--- src/rtl/idrom_pkg.sv ---
package idrom_pkg;

  // fixed header layout (positions are decoded by neighbours, so they are kept)
  localparam int unsigned ID_FIRST    = 1;
  localparam int unsigned ID_BYTES    = 8;
  localparam int unsigned REF32_FIRST = 9;
  localparam int unsigned REV_POS     = 13;
  localparam int unsigned LEN_LO_POS  = 14;
  localparam int unsigned LEN_HI_POS  = 15;
  localparam int unsigned VEND_POS    = 16;
  localparam int unsigned MODEL_POS   = 18;
  localparam int unsigned DATA_START  = 13;
  localparam int unsigned HDR_BYTES   = 22;
  localparam int unsigned CAP_BYTES   = MODEL_POS + 2;

  localparam logic [7:0]  CRC8_POLY   = 8'h07;
  localparam logic [7:0]  CRC8_SEED   = 8'hFF;
  localparam logic [31:0] CRC32_POLY  = 32'h82F63B78;
  localparam logic [31:0] CRC32_SEED  = 32'hFFFF_FFFF;

  // one byte of the identifier check: xor in, then eight MSB-first shifts
  function automatic logic [7:0] crc8_upd(input logic [7:0] c, input logic [7:0] b);
    logic [7:0] v;
    v = c ^ b;
    for (int j = 0; j < 8; j++) begin
      v = {v[6:0], 1'b0} ^ (v[7] ? CRC8_POLY : 8'h00);
    end
    return v;
  endfunction

  // one byte of the reflected data checksum
  function automatic logic [31:0] crc32c_upd(input logic [31:0] c, input logic [7:0] b);
    logic [31:0] v;
    v = c ^ {24'h0, b};
    for (int j = 0; j < 8; j++) begin
      v = (v >> 1) ^ (v[0] ? CRC32_POLY : 32'h0);
    end
    return v;
  endfunction

  // total image size from the masked data length
  function automatic logic [15:0] total_size(input logic [15:0] len);
    return len + 16'(DATA_START);
  endfunction

endpackage

--- src/rtl/idrom_crc_acc.sv ---
module idrom_crc_acc
  import idrom_pkg::*;
#(
  parameter int           W    = 8,
  parameter bit           REFL = 1'b0,
  parameter logic [W-1:0] SEED = '1
) (
  input  logic         clk,
  input  logic         rst_n,
  input  logic         init_i,
  input  logic         step_i,
  input  logic [7:0]   data_i,
  output logic [W-1:0] crc_nx_o
);

  logic [W-1:0] crc_q;

  generate
    if (REFL) begin : g_refl
      assign crc_nx_o = W'(crc32c_upd(32'(crc_q), data_i));
    end else begin : g_msb
      assign crc_nx_o = W'(crc8_upd(8'(crc_q), data_i));
    end
  endgenerate

  always_ff @(posedge clk or negedge rst_n) begin
    if (!rst_n)      crc_q <= '0;
    else if (init_i) crc_q <= SEED;
    else if (step_i) crc_q <= crc_nx_o;
  end

endmodule

--- src/rtl/idrom_field_cap.sv ---
module idrom_field_cap
  import idrom_pkg::*;
#(
  parameter int PW       = 11,
  parameter int LEN_BITS = 10
) (
  input  logic                clk,
  input  logic                rst_n,
  input  logic                take_i,
  input  logic [PW-1:0]       pos_i,
  input  logic [7:0]          data_i,
  output logic [7:0]          ref8_o,
  output logic [63:0]         id_o,
  output logic [31:0]         ref32_o,
  output logic [7:0]          rev_o,
  output logic [LEN_BITS-1:0] len_o,
  output logic [15:0]         vendor_o,
  output logic [15:0]         model_o
);

  logic [7:0] hdr_q [CAP_BYTES];
  logic [7:0] hdr_d [CAP_BYTES];

  // the current byte is merged in so that fields are usable in its own cycle
  always_comb begin
    for (int i = 0; i < CAP_BYTES; i++) begin
      hdr_d[i] = hdr_q[i];
      if (take_i && pos_i == '0)        hdr_d[i] = 8'h00;
      if (take_i && pos_i == PW'(i))    hdr_d[i] = data_i;
    end
  end

  always_ff @(posedge clk or negedge rst_n) begin
    if (!rst_n) begin
      for (int i = 0; i < CAP_BYTES; i++) hdr_q[i] <= 8'h00;
    end else if (take_i) begin
      hdr_q <= hdr_d;
    end
  end

  genvar g;
  generate
    for (g = 0; g < ID_BYTES; g++) begin : g_id
      assign id_o[8*g +: 8] = hdr_d[ID_FIRST + g];
    end
    for (g = 0; g < 4; g++) begin : g_ref32
      assign ref32_o[8*g +: 8] = hdr_d[REF32_FIRST + g];
    end
  endgenerate

  assign ref8_o   = hdr_d[0];
  assign rev_o    = hdr_d[REV_POS];
  assign len_o    = LEN_BITS'({hdr_d[LEN_HI_POS], hdr_d[LEN_LO_POS]});
  assign vendor_o = {hdr_d[VEND_POS + 1], hdr_d[VEND_POS]};
  assign model_o  = {hdr_d[MODEL_POS + 1], hdr_d[MODEL_POS]};

endmodule

--- src/rtl/idrom_hdr_check.sv ---
module idrom_hdr_check
  import idrom_pkg::*;
#(
  parameter int LEN_BITS = 10,
  parameter int MAX_REV  = 2
) (
  input  logic              clk,
  input  logic              rst_n,
  input  logic              in_valid_i,
  input  logic [7:0]        in_byte_i,
  input  logic              in_last_i,
  output logic              done_o,
  output logic [63:0]       ident_o,
  output logic [15:0]       vendor_o,
  output logic [15:0]       model_o,
  output logic [LEN_BITS:0] image_size_o,
  output logic              fatal_o,
  output logic              crc32_warn_o,
  output logic              rev_warn_o
);

  localparam int PW = LEN_BITS + 1;
  localparam logic [PW-1:0] P_ZERO    = '0;
  localparam logic [PW-1:0] P_ID_LO   = PW'(ID_FIRST);
  localparam logic [PW-1:0] P_ID_HI   = PW'(ID_FIRST + ID_BYTES - 1);
  localparam logic [PW-1:0] P_LEN_HI  = PW'(LEN_HI_POS);
  localparam logic [PW-1:0] P_DATA    = PW'(DATA_START);
  localparam logic [PW-1:0] P_HDR     = PW'(HDR_BYTES);

  // named internal events, also observed by the checker
  logic          take;
  logic [PW-1:0] pos_q;
  logic [PW-1:0] size_q;
  logic [PW-1:0] size_now;
  logic [PW-1:0] cur_size;
  logic          at_len_hi;
  logic          size_known;
  logic          short_evt;
  logic          last_evt;
  logic          trunc_evt;
  logic          end_evt;
  logic          crc8_bad;
  logic          crc32_bad;
  logic          id_bad_q;
  logic          id_bad_nx;

  logic [7:0]          ref8_d;
  logic [63:0]         id_d;
  logic [31:0]         ref32_d;
  logic [7:0]          rev_d;
  logic [LEN_BITS-1:0] len_d;
  logic [15:0]         vendor_d;
  logic [15:0]         model_d;
  logic [7:0]          crc8_nx;
  logic [31:0]         crc32_nx;

  idrom_field_cap #(.PW(PW), .LEN_BITS(LEN_BITS)) u_fields (
    .clk      (clk),
    .rst_n    (rst_n),
    .take_i   (take),
    .pos_i    (pos_q),
    .data_i   (in_byte_i),
    .ref8_o   (ref8_d),
    .id_o     (id_d),
    .ref32_o  (ref32_d),
    .rev_o    (rev_d),
    .len_o    (len_d),
    .vendor_o (vendor_d),
    .model_o  (model_d)
  );

  idrom_crc_acc #(.W(8), .REFL(1'b0), .SEED(CRC8_SEED)) u_crc8 (
    .clk      (clk),
    .rst_n    (rst_n),
    .init_i   (take && pos_q == P_ZERO),
    .step_i   (take && pos_q >= P_ID_LO && pos_q <= P_ID_HI),
    .data_i   (in_byte_i),
    .crc_nx_o (crc8_nx)
  );

  idrom_crc_acc #(.W(32), .REFL(1'b1), .SEED(CRC32_SEED)) u_crc32 (
    .clk      (clk),
    .rst_n    (rst_n),
    .init_i   (take && pos_q == P_ZERO),
    .step_i   (take && pos_q >= P_DATA),
    .data_i   (in_byte_i),
    .crc_nx_o (crc32_nx)
  );

  assign take       = in_valid_i;
  assign at_len_hi  = (pos_q == P_LEN_HI);
  assign size_known = (pos_q > P_LEN_HI);
  assign size_now   = at_len_hi ? PW'(total_size(16'(len_d))) : size_q;
  assign cur_size   = (at_len_hi || size_known) ? size_now : '0;

  assign short_evt  = take && at_len_hi && (size_now < P_HDR);
  assign last_evt   = take && (at_len_hi || size_known) && (size_now >= P_HDR)
                      && (pos_q == size_now - PW'(1));
  assign trunc_evt  = take && in_last_i && !last_evt && !short_evt;
  assign end_evt    = last_evt || short_evt || trunc_evt;

  assign crc8_bad   = take && (pos_q == P_ID_HI) && (crc8_nx != ref8_d);
  assign id_bad_nx  = ((pos_q == P_ZERO) ? 1'b0 : id_bad_q) || crc8_bad;
  assign crc32_bad  = last_evt && ((~crc32_nx) != ref32_d);

  always_ff @(posedge clk or negedge rst_n) begin
    if (!rst_n) begin
      pos_q    <= '0;
      size_q   <= '0;
      id_bad_q <= 1'b0;
    end else if (take) begin
      pos_q    <= end_evt ? '0 : pos_q + PW'(1);
      id_bad_q <= id_bad_nx;
      if (at_len_hi) size_q <= size_now;
    end
  end

  always_ff @(posedge clk or negedge rst_n) begin
    if (!rst_n) begin
      done_o       <= 1'b0;
      ident_o      <= '0;
      vendor_o     <= '0;
      model_o      <= '0;
      image_size_o <= '0;
      fatal_o      <= 1'b0;
      crc32_warn_o <= 1'b0;
      rev_warn_o   <= 1'b0;
    end else begin
      done_o <= end_evt;
      if (end_evt) begin
        ident_o      <= id_d;
        vendor_o     <= vendor_d;
        model_o      <= model_d;
        image_size_o <= cur_size;
        fatal_o      <= id_bad_nx || short_evt || trunc_evt;
        crc32_warn_o <= crc32_bad;
        rev_warn_o   <= (rev_d > 8'(MAX_REV));
      end
    end
  end

endmodule

--- config.mk ---
export PLATFORM = sky130hd
export DESIGN_NAME = idrom_hdr_check
export DESIGN_NICKNAME = d
export VERILOG_FILES = /design/src/rtl/idrom_pkg.sv /design/src/rtl/idrom_crc_acc.sv /design/src/rtl/idrom_field_cap.sv /design/src/rtl/idrom_hdr_check.sv
export SDC_FILE = /design/constraint.sdc
export NUM_CORES = 1
export LEC_CHECK = 0
export ABC_AREA = 1
export BUFFER_PORTS_ARGS = -buffer_cell sky130_fd_sc_hd__buf_2
export CORE_ASPECT_RATIO = 0.7
export CORE_MARGIN = 3
export CORE_UTILIZATION = 55
export CTS_CLUSTER_SIZE = 30
export DETAILED_ROUTE_END_ITERATION = 10
export HOLD_SLACK_MARGIN = 0.05
export PLACE_DENSITY = 0.85
export SYNTH_ARGS = -nofsm -noshare
export SYNTH_HDL_FRONTEND = slang
export SYNTH_SLANG_ARGS = --single-unit
--- constraint.sdc ---
create_clock -name clk -period 3.7 [get_ports clk]
set_clock_uncertainty 0.05 [all_clocks]
set_input_delay 0.37 -clock clk [delete_from_list [all_inputs] [get_ports clk]]
set_output_delay 0.37 -clock clk [all_outputs]
set_load 0.01 [all_outputs]
==> results_dict.tcl <==
set metrics [dict create \
    clockRootBuffer "clkbuf_16" \
    timing.final.setup_violations 0 \
    synth.yosys.seq_area_share_pct 51.9 \
    hold_path.class "in -> reg" \
    critPathLaunchType "flop" \
    place_congestion 1.01 \
    worst_ir_drop_vdd_uv 618 \
    final_hold_viol_count 0 \
    grt_max_degree 105 \
    setup-tns-final_ns 0 \
    preCtsSetupSlack_ns -0.0210 \
    drt-pass1-iter-count 6 \
    hpwl_um 29800 \
    post-synth-top-area-fraction_pct 51.9 \
    wire_length_of_the_first_global_routing_pass_um 71100 \
    numPlacedInstances 2351 \
    core_area_um2 28100 \
    syn_area_per_cell_um2 8.56 \
    layout.filler_cells 2157 \
    num_antenna_cells 0 \
    crit_path_setup_slack_layout_ns 0.0417 \
    cts_inserted_buffers 34 \
    report.power.total_mw 14.3 \
    worst-endpoint-required_ns 4.05 \
    initial_utilization_pct 56.3 \
    cts_tree "yes" \
    max_freq_mhz 273 \
    leakagePower_nw 9.74 \
    synth.ff_latch_count 328 \
    grt_setup_unrepaired "yes" \
    met3_usage_pct 5.43 \
    synth_nets 1865 \
    worst_hold_slack_ns 0.202 \
    port_buffers 122 \
    grt_remaining_overflow 0 \
    fin_crit_sh_pct 98.9 \
    synth_top_cells_by_area "dfrtp_1, nand2_1, nand3_1" \
    clockBufferDepth 3 \
    synth-edff-count 0 \
    clk_pin_slew_ns 0.06 \
    floorplan.io_pins 123 \
    num_vias 14100 \
    routed_wire_length_per_instance_um 19.0 \
    met2_usage_pct 43.0 \
    area_growth_syn_to_layout_pct 19.8 \
    finalCriticalPeriod_ns 3.66 \
    dr.first_iter.drc_count 1638 \
    worst-path-max-fanout 23 \
    postSynth.topFlopCell "dfrtp_1" \
    cts.htree.levels 2 \
    post_detailed_routing_wire_length_um 46200 \
    chipWidth_um 209 \
    grt_pass1_vias 13300 \
    timing_worst_slew_pin_value_ns 0.955 \
    final_layout_size_suffix_gt1_share_pct 18.9 \
    run_status "completed" \
    asyncSetResetFlopFracSynth_pct 100 \
    finish.net_count 2055 \
    antenna_left 0 \
    hold_path_startpoint "in_byte_i[1]" \
    drc 0 \
    synth.most_common_cell "nand2_1" \
    synth_cell_types 43 \
    die_height_um 148 \
    cts.sinks 328 \
    post_synth_instance_area_um2 15800 \
    design.die.area_um2 30900 \
    synthesis.yosys.warnings 0 \
    antenna_found_initial 0 \
    critPathCaptureType "flop" \
    netlist_top_cells_count "nand2_1, dfrtp_1, nand3_1" \
    syn_inst 1847 \
    layoutNonFillerInstCount 2431 \
    power_per_cell_area_nw_per_um2 753 \
    drv.max_cap_violation_count 0 \
    clkLatencyLatePin_ns 0.53 \
    slew_viols_final 0 \
    arrival_ns 4.01 \
    synth_top_area_cell "dfrtp_1" \
    overall_global_routing_resource_usage_pct 28.4 \
    path_class "reg -> reg" \
    crit_path_start "pos_q[0]" \
    timing.slew.headroom_pct 36.3 \
    drt-vias-per-instance 5.82 \
    groute.layer.met1.usage_pct 42.8 \
    busiest_metal_layer_after_global_routing "met2" \
    worst_reg2reg_path_startpoint "pos_q[0]" \
    floorplan.rows 51 \
]
what timing repair did:
action | in CTS | in global routing
hold buffers | 1 | 0
gates cloned | 0 | 4
endpoints found under the hold margin | 98 | 0
buffers inserted | 1 | 15
endpoints found under the setup margin | 94 | 122
gates resized for setup | 10 | 54
pin swaps | 5 | 25
layout by cell type (no fill, tap or decap), types with 2 or more instances in the layout:
master	instances
dfrtp_1	328
buf_2	121
nand4_1	14
nand3_1	315
or2_2	4
o21ai_0	180
buf_12	8
clkbuf_8	6
nor2_4	12
o211ai_1	3
nand3_4	4
clkbuf_1	7
nand3_2	8
inv_2	8
nor2_2	8
buf_6	7
a21oi_1	25
nor4_1	5
nand2_2	25
o22ai_1	11
nor2_1	82
a22oi_1	3
bufinv_16	3
nor3_1	5
clkbuf_16	39
nand2_1	424
clkinv_2	5
inv_1	101
xnor2_1	45
nand2_4	5
xor2_1	106
nor3_2	2
clkinvlp_4	2
buf_4	113
ha_1	4
worst paths after layout:
kind,end,slack [ns],cells past startpoint
hold / removal,u_fields.hdr_q[41],0.20,3
hold reg to reg,size_q[3],0.44,2
setup reg to reg,model_o[6],0.04,25
setup / recovery,model_o[6],0.04,25
min in group asynchronous,image_size_o[3],0.41,2
max in group asynchronous,ident_o[35],2.06,3
cell families (layout without fill, tap and decap cells):
kind of cell | count (synthesis) | in the layout | share of synthesized area [%]
compound gates | 230 | 230 | 7.57
xor+xnor | 152 | 152 | 8.50
fa+ha+maj | 6 | 6 | 0.475
buf+inv | 211 | 424 | 5.78
flops | 328 | 328 | 51.9
simple gates | 920 | 920 | 25.8
where the power goes:
part           total, mW  internal (mW)  switching, mW
clock               3.52           2.07           1.45
combinational       6.31           2.34           3.97
sequential          4.43           4.13          0.308
worst max-delay path: stages (launching register included):
cell	delay [ns]
dfrtp_1	0.39
inv_2	0.10
ha_2	0.22
nand3_4	0.11
inv_4	0.10
nand3_4	0.10
buf_4	0.19
nand3_2	0.10
nand2_4	0.08
nor2_4	0.16
nand2_4	0.09
buf_12	0.14
nand2_1	0.07
nand2_1	0.06
nand3_1	0.08
nand2_2	0.12
nor2_4	0.13
nand3_1	0.14
or2_0	0.25
nand2_2	0.10
nor2_4	0.06
nand3_4	0.16
nand2_8	0.14
clkbuf_16	0.23
nand2_1	0.08
nand2_1	0.07
final cells by class:
cell class | count | area, um^2 | share of cell area (%)
Sequential cell | 328 | 8210 | 43.3
Multi-Input combinational cell | 1308 | 6930 | 36.5
Timing Repair Buffer | 255 | 1820 | 9.59
Clock buffer | 48 | 985 | 5.19
Tap cell | 371 | 464 | 2.45
Inverter | 110 | 415 | 2.19
Clock inverter | 11 | 139 | 0.733
through the flow:
step	util [%]	cell area (um^2)
6_report	67.5	19000
5_1_grt	67.5	19000
2_1_floorplan	-	15800
3_3_place_gp	61.8	17300
4_1_cts	66.0	18500
3_5_place_dp	61.8	17300
flip-flops by register name, indices dropped and copies added, names as in the netlist:
signal and cells:
u_crc32.crc_q 32, u_fields.hdr_q 154, rev_warn_o 1, id_bad_q 1
ident_o 64, u_crc8.crc_q 8, size_q 11, vendor_o 16
crc32_warn_o 1, pos_q 11, done_o 1, fatal_o 1
image_size_o 11, model_o 16
layer usage:
layer | up-vias | wire (um)
met1 | 6863 | 19500
li1 | 6430 | -
met2 | 755 | 20600
met5 | - | 0
met4 | 0 | 1070
met3 | 93 | 4990
Power figures use the tool's default switching activity.
